==> src/rtl/adc_frame_pkg.sv <==
`timescale 1ns/1ps
package adc_frame_pkg;

  typedef enum logic [2:0] {
    FS_IDLE,
    FS_PWRUP,
    FS_LEAD,
    FS_SHIFT,
    FS_TAIL,
    FS_HOLD,
    FS_QUIET
  } frm_state_e;

  localparam longint unsigned SCLK_CEIL_HZ  = 64'd20_000_000;
  localparam longint unsigned SCLK_FLOOR_HZ = 64'd10_000;

  // Nanoseconds to system cycles, rounded up.
  function automatic int unsigned ns_to_cycles(input int unsigned ns, input int unsigned clk_hz);
    longint unsigned prod;
    prod = 64'(ns) * 64'(clk_hz);
    return 32'((prod + 64'd999_999_999) / 64'd1_000_000_000);
  endfunction

  // Half serial period in system cycles, clamped to the legal serial rate band.
  function automatic int unsigned sclk_half_cycles(input int unsigned clk_hz, input int unsigned sclk_hz);
    longint unsigned twice;
    longint unsigned want;
    longint unsigned lo;
    longint unsigned hi;
    twice = 64'(sclk_hz) * 64'd2;
    want  = (64'(clk_hz) + twice - 64'd1) / twice;
    lo    = (64'(clk_hz) + 64'd2 * SCLK_CEIL_HZ - 64'd1) / (64'd2 * SCLK_CEIL_HZ);
    hi    = 64'(clk_hz) / (64'd2 * SCLK_FLOOR_HZ);
    if (want < lo) want = lo;
    if (want > hi) want = hi;
    if (want == 64'd0) want = 64'd1;
    return 32'(want);
  endfunction

  function automatic int unsigned max2(input int unsigned a, input int unsigned b);
    return (a > b) ? a : b;
  endfunction

endpackage

==> src/rtl/adc_sclk_gen.sv <==
`timescale 1ns/1ps
module adc_sclk_gen #(
  parameter int unsigned HALF = 5,
  parameter int unsigned CW   = 3
) (
  input  logic clk,
  input  logic rst_n,
  input  logic run,
  output logic sclk,
  output logic rise_evt,
  output logic fall_evt
);

  logic [CW-1:0] phase_cnt;
  logic          sclk_q;
  logic          tick;

  assign tick = run && (phase_cnt == CW'(HALF - 1));

  always_ff @(posedge clk) begin
    if (!rst_n) begin
      phase_cnt <= '0;
      sclk_q    <= 1'b1;
    end else if (!run) begin
      phase_cnt <= '0;
      sclk_q    <= 1'b1;
    end else if (tick) begin
      phase_cnt <= '0;
      sclk_q    <= ~sclk_q;
    end else begin
      phase_cnt <= phase_cnt + 1'b1;
    end
  end

  assign sclk     = sclk_q;
  assign fall_evt = tick & sclk_q;
  assign rise_evt = tick & ~sclk_q;

endmodule

==> src/rtl/adc_interval_timer.sv <==
`timescale 1ns/1ps
module adc_interval_timer #(
  parameter int unsigned TW = 8
) (
  input  logic          clk,
  input  logic          rst_n,
  input  logic          load,
  input  logic [TW-1:0] load_val,
  output logic          expired
);

  logic [TW-1:0] remain;

  always_ff @(posedge clk) begin
    if (!rst_n) begin
      remain <= '0;
    end else if (load) begin
      remain <= load_val;
    end else if (remain != '0) begin
      remain <= remain - 1'b1;
    end
  end

  assign expired = (remain == '0);

endmodule

==> src/rtl/adc_shift_engine.sv <==
`timescale 1ns/1ps
module adc_shift_engine #(
  parameter int unsigned W    = 16,
  parameter int unsigned CNTW = 5
) (
  input  logic         clk,
  input  logic         rst_n,
  input  logic         load,
  input  logic [W-1:0] load_word,
  input  logic         shift_out,
  input  logic         sample_in,
  input  logic         miso,
  output logic         mosi,
  output logic [W-1:0] rx_word,
  output logic         last_fall
);

  logic [W-1:0]    tx_sr;
  logic [W-1:0]    rx_sr;
  logic [CNTW-1:0] fall_cnt;

  always_ff @(posedge clk) begin
    if (!rst_n) begin
      tx_sr    <= '0;
      rx_sr    <= '0;
      fall_cnt <= '0;
    end else if (load) begin
      tx_sr    <= load_word;
      rx_sr    <= '0;
      fall_cnt <= '0;
    end else begin
      if (shift_out) tx_sr <= {tx_sr[W-2:0], 1'b0};
      if (sample_in) begin
        rx_sr    <= {rx_sr[W-2:0], miso};
        fall_cnt <= fall_cnt + 1'b1;
      end
    end
  end

  assign mosi      = tx_sr[W-1];
  assign rx_word   = rx_sr;
  assign last_fall = sample_in && (fall_cnt == CNTW'(W - 1));

endmodule

==> src/rtl/adc_frame_ctrl.sv <==
`timescale 1ns/1ps
module adc_frame_ctrl
  import adc_frame_pkg::*;
#(
  parameter int unsigned CLK_HZ     = 200_000_000,
  parameter int unsigned SCLK_HZ    = 20_000_000,
  parameter int unsigned LEAD_NS    = 40,
  parameter int unsigned CS_HOLD_NS = 20,
  parameter int unsigned QUIET_NS   = 50,
  parameter int unsigned PWRUP_NS   = 1000,
  parameter int unsigned WORD_W     = 16,
  parameter int unsigned DATA_W     = 12,
  parameter int unsigned CODING_BIT = 0,
  parameter int unsigned PD_BIT     = 4
) (
  input  logic              clk,
  input  logic              rst_n,
  input  logic              start,
  input  logic [WORD_W-1:0] ctrl_word,
  output logic              busy,
  output logic              done,
  output logic [WORD_W-1:0] rx_word,
  output logic [WORD_W-1:0] result,
  output logic              result_signed,
  output logic              cs_n,
  output logic              sclk,
  output logic              mosi,
  input  logic              miso
);

  localparam int unsigned HALF    = sclk_half_cycles(CLK_HZ, SCLK_HZ);
  localparam int unsigned CW      = $clog2(HALF + 1);
  localparam int unsigned T_LEAD  = max2(ns_to_cycles(LEAD_NS, CLK_HZ), ns_to_cycles(10, CLK_HZ));
  localparam int unsigned T_HOLD  = ns_to_cycles(CS_HOLD_NS, CLK_HZ);
  localparam int unsigned T_QUIET = ns_to_cycles(QUIET_NS, CLK_HZ);
  localparam int unsigned T_PWRUP = ns_to_cycles(PWRUP_NS, CLK_HZ);
  localparam int unsigned T_MAX   = max2(max2(T_LEAD, T_HOLD), max2(T_QUIET, T_PWRUP));
  localparam int unsigned TW      = $clog2(T_MAX + 1);
  localparam int unsigned CNTW    = $clog2(WORD_W + 1);

  function automatic logic [WORD_W-1:0] fmt_result(input logic [DATA_W-1:0] data, input logic straight);
    if (straight) return {{(WORD_W - DATA_W){1'b0}}, data};
    return {{(WORD_W - DATA_W){data[DATA_W-1]}}, data};
  endfunction

  frm_state_e state_q, state_n;
  logic              coding_q, pd_q, pwr_ok_q;
  logic              cs_n_q, done_q, signed_q;
  logic [WORD_W-1:0] rx_q, result_q;

  // Named internal events
  logic              accept;
  logic              sclk_run;
  logic              sclk_rise, sclk_fall;
  logic              bit_shift, bit_sample;
  logic              last_fall;
  logic              frame_close;
  logic              tmr_load, tmr_zero;
  logic [TW-1:0]     tmr_val;
  logic [WORD_W-1:0] eng_rx;

  assign accept      = start && (state_q == FS_IDLE);
  assign sclk_run    = (state_q == FS_SHIFT) || (state_q == FS_TAIL);
  assign bit_shift   = sclk_rise && (state_q == FS_SHIFT);
  assign bit_sample  = sclk_fall && (state_q == FS_SHIFT);
  assign frame_close = (state_q == FS_HOLD) && tmr_zero;

  adc_sclk_gen #(.HALF(HALF), .CW(CW)) u_sclk (
    .clk      (clk),
    .rst_n    (rst_n),
    .run      (sclk_run),
    .sclk     (sclk),
    .rise_evt (sclk_rise),
    .fall_evt (sclk_fall)
  );

  adc_interval_timer #(.TW(TW)) u_timer (
    .clk      (clk),
    .rst_n    (rst_n),
    .load     (tmr_load),
    .load_val (tmr_val),
    .expired  (tmr_zero)
  );

  adc_shift_engine #(.W(WORD_W), .CNTW(CNTW)) u_shift (
    .clk       (clk),
    .rst_n     (rst_n),
    .load      (accept),
    .load_word (ctrl_word),
    .shift_out (bit_shift),
    .sample_in (bit_sample),
    .miso      (miso),
    .mosi      (mosi),
    .rx_word   (eng_rx),
    .last_fall (last_fall)
  );

  always_comb begin
    state_n  = state_q;
    tmr_load = 1'b0;
    tmr_val  = '0;
    unique case (state_q)
      FS_IDLE: if (start) begin
        tmr_load = 1'b1;
        if (pwr_ok_q) begin
          state_n = FS_LEAD;
          tmr_val = TW'(T_LEAD);
        end else begin
          state_n = FS_PWRUP;
          tmr_val = TW'(T_PWRUP);
        end
      end
      FS_PWRUP: if (tmr_zero) begin
        state_n  = FS_LEAD;
        tmr_load = 1'b1;
        tmr_val  = TW'(T_LEAD);
      end
      FS_LEAD:  if (tmr_zero) state_n = FS_SHIFT;
      FS_SHIFT: if (last_fall) state_n = FS_TAIL;
      FS_TAIL:  if (sclk_rise) begin
        state_n  = FS_HOLD;
        tmr_load = 1'b1;
        tmr_val  = TW'(T_HOLD);
      end
      FS_HOLD: if (tmr_zero) begin
        state_n  = FS_QUIET;
        tmr_load = 1'b1;
        tmr_val  = TW'(T_QUIET);
      end
      FS_QUIET: if (tmr_zero) state_n = FS_IDLE;
      default:  state_n = FS_IDLE;
    endcase
  end

  always_ff @(posedge clk) begin
    if (!rst_n) begin
      state_q  <= FS_IDLE;
      coding_q <= 1'b0;
      pd_q     <= 1'b0;
      pwr_ok_q <= 1'b0;
      cs_n_q   <= 1'b1;
      done_q   <= 1'b0;
      signed_q <= 1'b0;
      rx_q     <= '0;
      result_q <= '0;
    end else begin
      state_q <= state_n;
      cs_n_q  <= !((state_n == FS_LEAD) || (state_n == FS_SHIFT) ||
                   (state_n == FS_TAIL) || (state_n == FS_HOLD));
      done_q  <= frame_close;
      if (accept) begin
        coding_q <= ctrl_word[CODING_BIT];
        pd_q     <= ctrl_word[PD_BIT];
      end
      if (frame_close) begin
        rx_q     <= eng_rx;
        result_q <= fmt_result(eng_rx[DATA_W-1:0], coding_q);
        signed_q <= !coding_q;
        pwr_ok_q <= !pd_q;
      end
    end
  end

  assign busy          = (state_q != FS_IDLE);
  assign done          = done_q;
  assign rx_word       = rx_q;
  assign result        = result_q;
  assign result_signed = signed_q;
  assign cs_n          = cs_n_q;

endmodule

==> config.mk <==
export PLATFORM = sky130hd
export DESIGN_NAME = adc_frame_ctrl
export DESIGN_NICKNAME = d
export VERILOG_FILES = /design/src/rtl/adc_frame_pkg.sv /design/src/rtl/adc_sclk_gen.sv /design/src/rtl/adc_interval_timer.sv /design/src/rtl/adc_shift_engine.sv /design/src/rtl/adc_frame_ctrl.sv
export SDC_FILE = /design/constraint.sdc
export NUM_CORES = 1
export LEC_CHECK = 0
export ABC_AREA = 1
export BUFFER_PORTS_ARGS = -buffer_cell sky130_fd_sc_hd__clkbuf_2
export CELL_PAD_IN_SITES_DETAIL_PLACEMENT = 0
export CELL_PAD_IN_SITES_GLOBAL_PLACEMENT = 2
export CORE_MARGIN = 8
export CORE_UTILIZATION = 32
export CTS_CLUSTER_DIAMETER = 120
export DETAILED_ROUTE_END_ITERATION = 10
export GPL_ROUTABILITY_DRIVEN = 0
export PLACE_DENSITY_LB_ADDON = 0.1
export REMOVE_ABC_BUFFERS = 1
export SYNTH_ARGS = -nofsm -noshare
export SYNTH_HDL_FRONTEND = slang
export SYNTH_SLANG_ARGS = --single-unit
==> constraint.sdc <==
create_clock -name clk -period 1.8 [get_ports clk]
set_input_delay 0.18 -clock clk [delete_from_list [all_inputs] [get_ports clk]]
set_output_delay 0.18 -clock clk [all_outputs]
set_load 0.1 [all_outputs]
# --- After elaboration in Yosys (flattened, before gate mapping) ---
# Index checks and enable logic that the tools add are counted.
totals:
  latchBits: 0
  mem_count: 0
  wordCells: 86
  inputBits: 20
  mem_bits_ro: 0
  output_inout_bits: 38
  regBits: 90
  ramBits: 0
classes:
  mux: 28
  div: 0
  mul: 0
  bitwise: 5
  reduce_logical: 23
  eq_ne: 12
  shifts: 0
  n_addsub: 3
  order_cmp: 0
ops:
  columns: ["operator", "n"]
  rows:
  - ["$mux 16", 4]
  - ["$mux 8", 4]
  - ["$pmux 8 s4", 1]
  - ["$mux 3", 8]
  - ["$pmux 3 s7", 1]
  - ["$eq 3x3->1 const B", 6]
  - ["$eq 3x2->1 const B", 4]
  - ["$logic_not 8->1", 1]
  - ["$mux 4", 2]
  - ["$reduce_bool 8->1", 1]
  - ["$sub 8x1->8 const B", 1]
  - ["$logic_and 1x1->1", 6]
  - ["$mux 1", 6]
  - ["$add 5x1->5 const B", 1]
  - ["$eq 5x4->1 const B", 1]
  - ["$logic_or 1x1->1", 4]
  - ["$reduce_bool 2->1", 2]
  - ["$reduce_or 2->1", 2]
  - ["$add 3x1->3 const B", 1]
  - ["$eq 3x1->1 const B", 1]
  - ["$logic_not 1->1", 3]
  - ["$logic_not 3->1", 1]
  - ["$not 1->1", 3]
  - ["$pmux 1 s3", 1]
  - ["other kinds (5)", 6]

# --- Depth between registers and ports, before layout ---
# Gate-level depths: netlist of run 1.
logic_depth:
  depth_word: 13
  ltp_mapped: 11
  mapped_depth_nobuf: 10

# --- Modules after synthesis ---
# A second synthesis of run 1 with hierarchy kept.
unflattened:
  cells_unflattened: 502
  hier_area_um2: 3570.9
by_module_without_submodules:
  columns: ["module", "seq_area_each_um2", "n_inst", "area_per_inst_um2", "cells_per_inst"]
  rows:
  - ["adc_shift_engine", 740.7, 1, 1632.8, 221]
  - ["adc_frame_ctrl", 520.5, 1, 1270.0, 184]
  - ["adc_interval_timer", 160.2, 1, 478.0, 70]
  - ["adc_sclk_gen", 80.1, 1, 190.2, 27]

# --- Worst setup path after synthesis of run 1 ---
# Ideal clock, no wire load.
synth_timing:
  path_type: "reg2reg"
  start: "register u_sclk.sclk_q, in the netlist u_sclk.sclk"
  end: "register u_shift.tx_sr[12]"
  t_arrival_ps: 1759
  period_less_slack_ps: 1893
  setup_slack_ps: -93
  stages_incl_launch_ff: 7
  cell_sequence: "dfxtp_1 inv_1 nand4_1 clkinv_1 buf_4 nand3_1 a31oi_1"
synth_via:
  elab_chain_cells: 4
synth_rtl:
  columns: ["element", "line_no", "rtl"]
  rows:
  - ["start: declaration", "adc_sclk_gen.sv:15", "logic sclk_q;"]
  - ["start signal: assignment", "adc_sclk_gen.sv:29", "sclk_q <= ~sclk_q;"]
  - ["$not 1->1", "adc_sclk_gen.sv:37", "assign rise_evt = tick & ~sclk_q;"]
  - ["$and 1x1->1", "adc_sclk_gen.sv:37", null]
  - ["$logic_and 1x1->1", "adc_frame_ctrl.sv:64", "assign bit_shift = sclk_rise && (state_q == FS_SHIFT);"]
  - ["$reduce_bool 2->1 (no line)", null, null]
  - ["end signal: assignment", "adc_shift_engine.sv:28", "tx_sr <= load_word;"]
  - ["end signal: assignment", "adc_shift_engine.sv:32", "if (shift_out) tx_sr <= {tx_sr[W-2:0], 1'b0};"]
  - ["end: declaration", "adc_shift_engine.sv:18", "logic [W-1:0] tx_sr;"]
# No other way between the ends.
# A chain may end at the register's enable or synchronous reset.

# --- Worst setup path after layout of run 1 ---
layout_timing:
  start: "register state_q[2]"
  end: "output port busy"
layout_via:
  elab_chain_cells: 1
layout_rtl:
  columns: ["element", "line_no", "rtl"]
  rows:
  - ["start: declaration", "adc_frame_ctrl.sv:46", "frm_state_e state_q, state_n;"]
  - ["start signal: assignment", "adc_frame_ctrl.sv:147", "state_q <= state_n;"]
  - ["$reduce_bool 3->1", "adc_frame_ctrl.sv:164", "assign busy = (state_q != FS_IDLE);"]
  - ["end: declaration", "adc_frame_ctrl.sv:20", "output logic busy,"]
# No other way between the ends.

==> results.yml, run 1 <==
power:
  seqPwrFrac: 0.378
  power_frac_clock: 0.288
  power_switching_share: 0.374
  power_switching_uw: 1970
  p_leak_uw: 0.00179
  power_uw: 5260
  power.combinational.fraction: 0.334
  ir_drop_mv: 0.490
  cellPowerDensity_mw_per_mm2: 1330
  p_int_uw: 3290
clock_tree:
  path_clk_slew_ns: 0.08
  clock_sinks: 75
  tritoncts: "built"
  post_cts_buffers: 0
  clkLatencyLatePin_ns: 0.35
  root_buffer: "clkbuf_8"
  htreeDepth: 3
  cts.path.max_buffers: 2
  post_cts_resized: 0
  cts-buffers-inserted: 9
  cts_hold_buffers: 0
placed_design:
  port_buffers: 57
  dp_hpwl_um: 5780
floorplan:
  initial_core_util: 0.328
  ios: 58
  die_height_um: 119
  die_w_um: 119
  rows: 37
  dieArea_sq_mm: 0.0141
  coreArea_sq_mm: 0.0103
global_route:
  grt_overflow: 0
  grtUsageTotal: 0.118
  grt_max_degree: 23
  grt_pass1_wl_um: 13800
  antenna_found_initial: 0
  grt_pass1_vias: 2854
logic_synthesis:
  synthMuxAreaShare: 0
  ys_seq_elements: 75
  yosys.area_share.simple: 0.266
  synth.top_cell.area_share: 0.446
  synth_area_sq_mm: 0.00337
  syn_inst: 441
  syn_avg_cell_area_sq_um: 7.63
  yosysWarnings: 0
  ys_seq_area_frac: 0.446
  synth_top_family_by_area: "simple AND/OR/NAND/NOR gates"
  yosysUniqueCellTypes: 31
  synth-compound-area-share: 0.133
  synth_area_leader_cell: "dfxtp_1"
  synth-adder-area-share: 0.0223
  synth-xor-area-share: 0.0182
  netlist_top_cells_area: "dfxtp_1 45%, nand2_1 11%, nor2_1 5.5%, a21oi_1 5.1%, nand3_1 4.2%"
job:
  maxCapViolCount: 0
detailed_routing:
  drtIter0Drc: 139
  detail_route.wl_per_cell_um: 12.8
  drc: 0
  antenna_left: 0
  via_per_inst: 4.49
  drt_pass1_iterations: 4
  finalWirelength_um: 8080
  dr_total_vias: 2835
layout:
  synthToLayoutAreaGrowth_pct: 17.0
  nets: 517
  final_util: 0.383
  n_antenna_cell: 0
  nFillCells: 1139
  drive_above_1_share: 0.224
worst_setup_path:
  slowest_delay_ns: 0.47
  critPathLaunchType: "flop"
  worstSetupPathType: "reg2out"
  cpLargestDelayFamily: "buffers and inverters"
  cp.arrival_ns: 1.50
  cpMaxStageDelayCell: "clkbuf_2"
  cp.required_ns: 1.62
  crit_path_cell_trace: "inv_2 > nand2_2 > clkbuf_2"
  critPathMaxFanout: 6
  worst-path-buf-inv: 2
  end_kind: "output pin"
timing:
  tightest_slew_ns: 0.557
  fmax_ghz: 0.594
  min_period_ns: 1.68
  setup_viol: 0
  rsz0062_at_grt: "yes"
  relSlewSlack: 0.630
  post-route-period-util: 0.935
  clock_skew_ns: 0.00801
  hold_viol_final: 0
  drv_slew: 0
status:
  outcome: "complete, no violations"
worst_hold_path:
  min_path_type: "in2reg"
## worst register-to-register path, stage by stage, from the launching register on
cell and delay [ns]:
dfxtp_1 0.32, inv_1 0.10, ha_1 0.16, nand2_1 0.12
nor2_8 0.23, nand2_4 0.11, nor2_8 0.15, inv_2 0.16
nor2_1 0.15, nor2_1 0.06
## path summary, 6_finish.rpt
kind | from | endpoint | slack [ns] | cells after the start
min | miso | u_shift.rx_word[0]$_SDFFE_PP0P_ | 0.05 | 3
max reg2reg | u_timer.remain[0]$_SDFFE_PN0P_ | rx_word[9]$_SDFFE_PN0P_ | 0.15 | 9
min reg2reg | coding_q$_SDFFE_PN0P_ | result_signed$_SDFFE_PN0P_ | 0.44 | 1
max | state_q[2]$_SDFF_PN0_ | busy | 0.12 | 3
## per-stage QoR
step           instance area [sq um]  hold WS, ns  std cells  setup slack (ns)  setup TNS, ns
3_3_place_gp                    3700        0.415        616             0.109              0
4_1_cts                         3940       0.0398        632            0.0908              0
6_report                        3940       0.0487        632             0.117              0
2_1_floorplan                   3130        0.301        409             -1.59         -15.06
5_1_grt                         3940       0.0551        632           -0.0160        -0.0275
3_5_place_dp                    3700        0.419        616             0.121              0
## flip-flops by register name, summed over array words and instances (netlist names)
signal and cells:
result 1, done 1, rx_word 16, u_sclk.sclk 1
state_q 3, pd_q 1, coding_q 1, u_shift.tx_sr 16
u_shift.fall_cnt 5, result_signed 1, u_sclk.phase_cnt 3, u_timer.remain 8
u_shift.rx_word 16, cs_n 1, pwr_ok_q 1
## logic make-up after synthesis
logic type | count (synthesis)
simple gates | 197
compound gates | 84
flops | 75
buf+inv | 72
xor+xnor | 7
fa+ha+maj | 6
## power groups by stage
stage,sequential [uW],combinational (uW),clock [uW]
6_report,1990,1760,1510
5_1_grt,2020,2010,1640
4_1_cts,1990,1790,1560
3_5_place_dp,2030,1780,0
3_3_place_gp,2030,1790,0
2_1_floorplan,2070,1310,0
## cell usage in the layout, fill, tap and decap left out, types with 2 or more instances in the layout
master       n
a21oi_1     34
a21oi_2      3
a31oi_1     13
buf_4       13
bufinv_16    2
clkbuf_2    57
clkbuf_8    11
clkinvlp_4   2
dfxtp_1     75
ha_1         6
inv_1       33
inv_2        6
nand2_1     98
nand2_2      3
nand2_4      2
nand3_1     28
nand4_1      4
nor2_1      49
nor2_2       2
nor2_4       2
nor2_8       2
nor3_1       2
o21ai_0     23
o21ai_1     11
or2_2        2
xnor2_1      4
xor2_1       3
## cell type report
class / count / area [sq um] / area share
clock inverters: 5 / 83.8 / 0.0213
clock buffers: 11 / 151 / 0.0384
flip-flops and latches: 75 / 1500 / 0.381
inverters: 40 / 150 / 0.0381
well taps: 136 / 170 / 0.0432
multi-input cells: 294 / 1480 / 0.376
repair buffers: 71 / 403 / 0.102
## Yosys cell counts, drive strengths merged
| master | instances |
|---|---|
| inv | 39 |
| clkbuf | 4 |
| nor2 | 55 |
| nor4 | 1 |
| ha | 6 |
| dfxtp | 75 |
| buf | 28 |
| xor2 | 3 |
| nand4 | 6 |
| a31oi | 13 |
| clkinv | 1 |
| xnor2 | 4 |
| nor3 | 2 |
| nand3 | 28 |
| o21ai | 34 |
| nand2 | 103 |
| or2 | 2 |
| a21oi | 37 |
## layer usage
metal | track usage | up-vias | routed length, um
met5 | 0 | - | 0
met4 | 0.0356 | 0 | 115
met3 | 0.0314 | 10 | 264
met2 | 0.193 | 45 | 3770
met1 | 0.149 | 1267 | 3930
li1 | - | 1513 | -
Note: power is estimated with default switching activity, not from simulation.
==> inputs of run 2 (changes only) <==
CELL_PAD_IN_SITES_DETAIL_PLACEMENT = default   (was 0)
CELL_PAD_IN_SITES_GLOBAL_PLACEMENT = default   (was 2)
CORE_UTILIZATION = 38   (was 32)
PLACE_DENSITY_LB_ADDON = default   (was 0.1)
==> results.yml, run 2 (synthesized netlist as in run 1, its figures left out) <==
clock_tree:
  path_clk_slew_ns: 0.09
  clkLatencyLatePin_ns: 0.36
  root_buffer: "clkbuf_8"
  cts.path.max_buffers: 2
  htreeDepth: 3
  cts_hold_buffers: 0
  cts-buffers-inserted: 9
  tritoncts: "built"
  clock_sinks: 75
timing:
  hold_viol_final: 0
  min_period_ns: 1.69
  tightest_slew_ns: 0.547
  fmax_ghz: 0.592
  drv_slew: 0
  relSlewSlack: 0.637
  tns_ns: 0
  clock_skew_ns: 0.0120
  rsz0062_at_grt: "no"
  post-route-period-util: 0.939
  setup_viol: 0
global_route:
  antenna_found_initial: 0
  met1_usage: 0.156
  grtUsageTotal: 0.131
  grt_max_degree: 18
  grt_pass1_wl_um: 12700
  met3_usage: 0.0477
  grt_busiest_layer: "met2"
  grt_pass1_vias: 2752
  grt_use_met2: 0.214
  grt_overflow: 0
worst_setup_path:
  worstSetupPathType: "reg2out"
  critPathLaunchType: "flop"
  critPathMaxFanout: 6
  end_kind: "output pin"
  cp.required_ns: 1.62
  cp.arrival_ns: 1.51
layout:
  stdcell_area_sq_mm: 0.00385
  fin_cells: 600
  drive_above_1_share: 0.217
  synthToLayoutAreaGrowth_pct: 14.3
  nFillCells: 886
  final_cell_mix: "98 x nand2_1, 75 x dfxtp_1, 57 x clkbuf_2, 49 x nor2_1, 34 x a21oi_1"
  n_antenna_cell: 0
  nets: 513
  final_common_cell: "nand2_1"
  final_util: 0.443
detailed_routing:
  drt_pass1_iterations: 4
  detail_route.wl_per_cell_um: 12.6
  drtIter0Drc: 155
  finalWirelength_um: 7540
  via_per_inst: 4.77
  antenna_left: 0
  drc: 0
  dr_total_vias: 2859
placed_design:
  place_inst: 583
  port_buffers: 57
  post_dp_cell_area_sq_mm: 0.00363
  dp_hpwl_um: 5440
power:
  power_uw: 5110
  p_leak_uw: 0.00176
  ir_drop_mv: 0.550
  cellPowerDensity_mw_per_mm2: 1330
floorplan:
  ios: 58
  die_height_um: 110
  coreArea_sq_mm: 0.00868
  rows: 34
  dieArea_sq_mm: 0.0121
  initial_core_util: 0.388
  die_w_um: 110
worst_hold_path:
  min_path_type: "in2reg"
status:
  outcome: "complete, no violations"
job:
  maxCapViolCount: 0
-- run 2: cell types whose count changed in the layout (fill, tap and decap cells not counted) --
cell,before,now
clkinvlp_4,2,0
buf_4,13,9
clkinv_4,0,1
clkinv_2,0,1
inv_8,0,2
bufinv_16,2,1
clkbuf_8,11,9
inv_6,1,2
-- run 2: final timing paths --
kind / slack, ns / startpoint / end / cells after the start
setup / recovery: 0.11 / state_q[2]$_SDFF_PN0_ / busy / 3
setup reg to reg: 0.13 / u_timer.remain[0]$_SDFFE_PN0P_ / u_timer.remain[2]$_SDFFE_PN0P_ / 8
hold / removal: 0.04 / miso / u_shift.rx_word[0]$_SDFFE_PP0P_ / 3
hold reg to reg: 0.43 / pd_q$_SDFFE_PN0P_ / pwr_ok_q$_SDFFE_PN0P_ / 1
-- run 2: power breakdown --
| part | total (uW) | switching (uW) | leakage (uW) | internal [uW] |
|---|---|---|---|---|
| combinational | 1760 | 1190 | 0.00105 | 564 |
| clock | 1360 | 690 | 0.000108 | 669 |
| sequential | 1990 | 138 | 0.000609 | 1850 |
-- run 2: through the flow --
| stage | worst slack, ns | hold slack [ns] |
|---|---|---|
| 5_1_grt | 0.00609 | 0.0341 |
| 6_report | 0.110 | 0.0395 |
| 3_5_place_dp | 0.141 | 0.418 |
| 3_3_place_gp | 0.204 | 0.418 |
| 4_1_cts | 0.0662 | 0.0146 |
| 2_1_floorplan | -1.59 | 0.301 |
-- run 2: critical path, stage by stage (launching register included) --
cell and delay (ns):
dfxtp_1 0.41, inv_2 0.12, nand2_2 0.14, clkbuf_2 0.48
-- run 2: metal layers --
metal,wire length (um),vias to the layer above
met4,107,0
met3,433,10
met2,3490,62
met1,3510,1285
met5,0,-
li1,-,1502
-- run 2: area by class of cell --
type                    instances  area (sq um)  share of cell area
clock buffers                   9           124              0.0322
clock inverters                 7          83.8              0.0218
inverters                      40           150              0.0390
multi-input cells             294          1480               0.385
flip-flops and latches         75          1500               0.390
well taps                     108           135              0.0351
repair buffers                 67           373              0.0969
-- run 2: repair_timing --
action                                  in CTS  in global routing
endpoints found under the setup margin       0                  1
buffers inserted                             0                  1
gates resized for setup                      0                  0
hold endpoints to repair                     0                  0
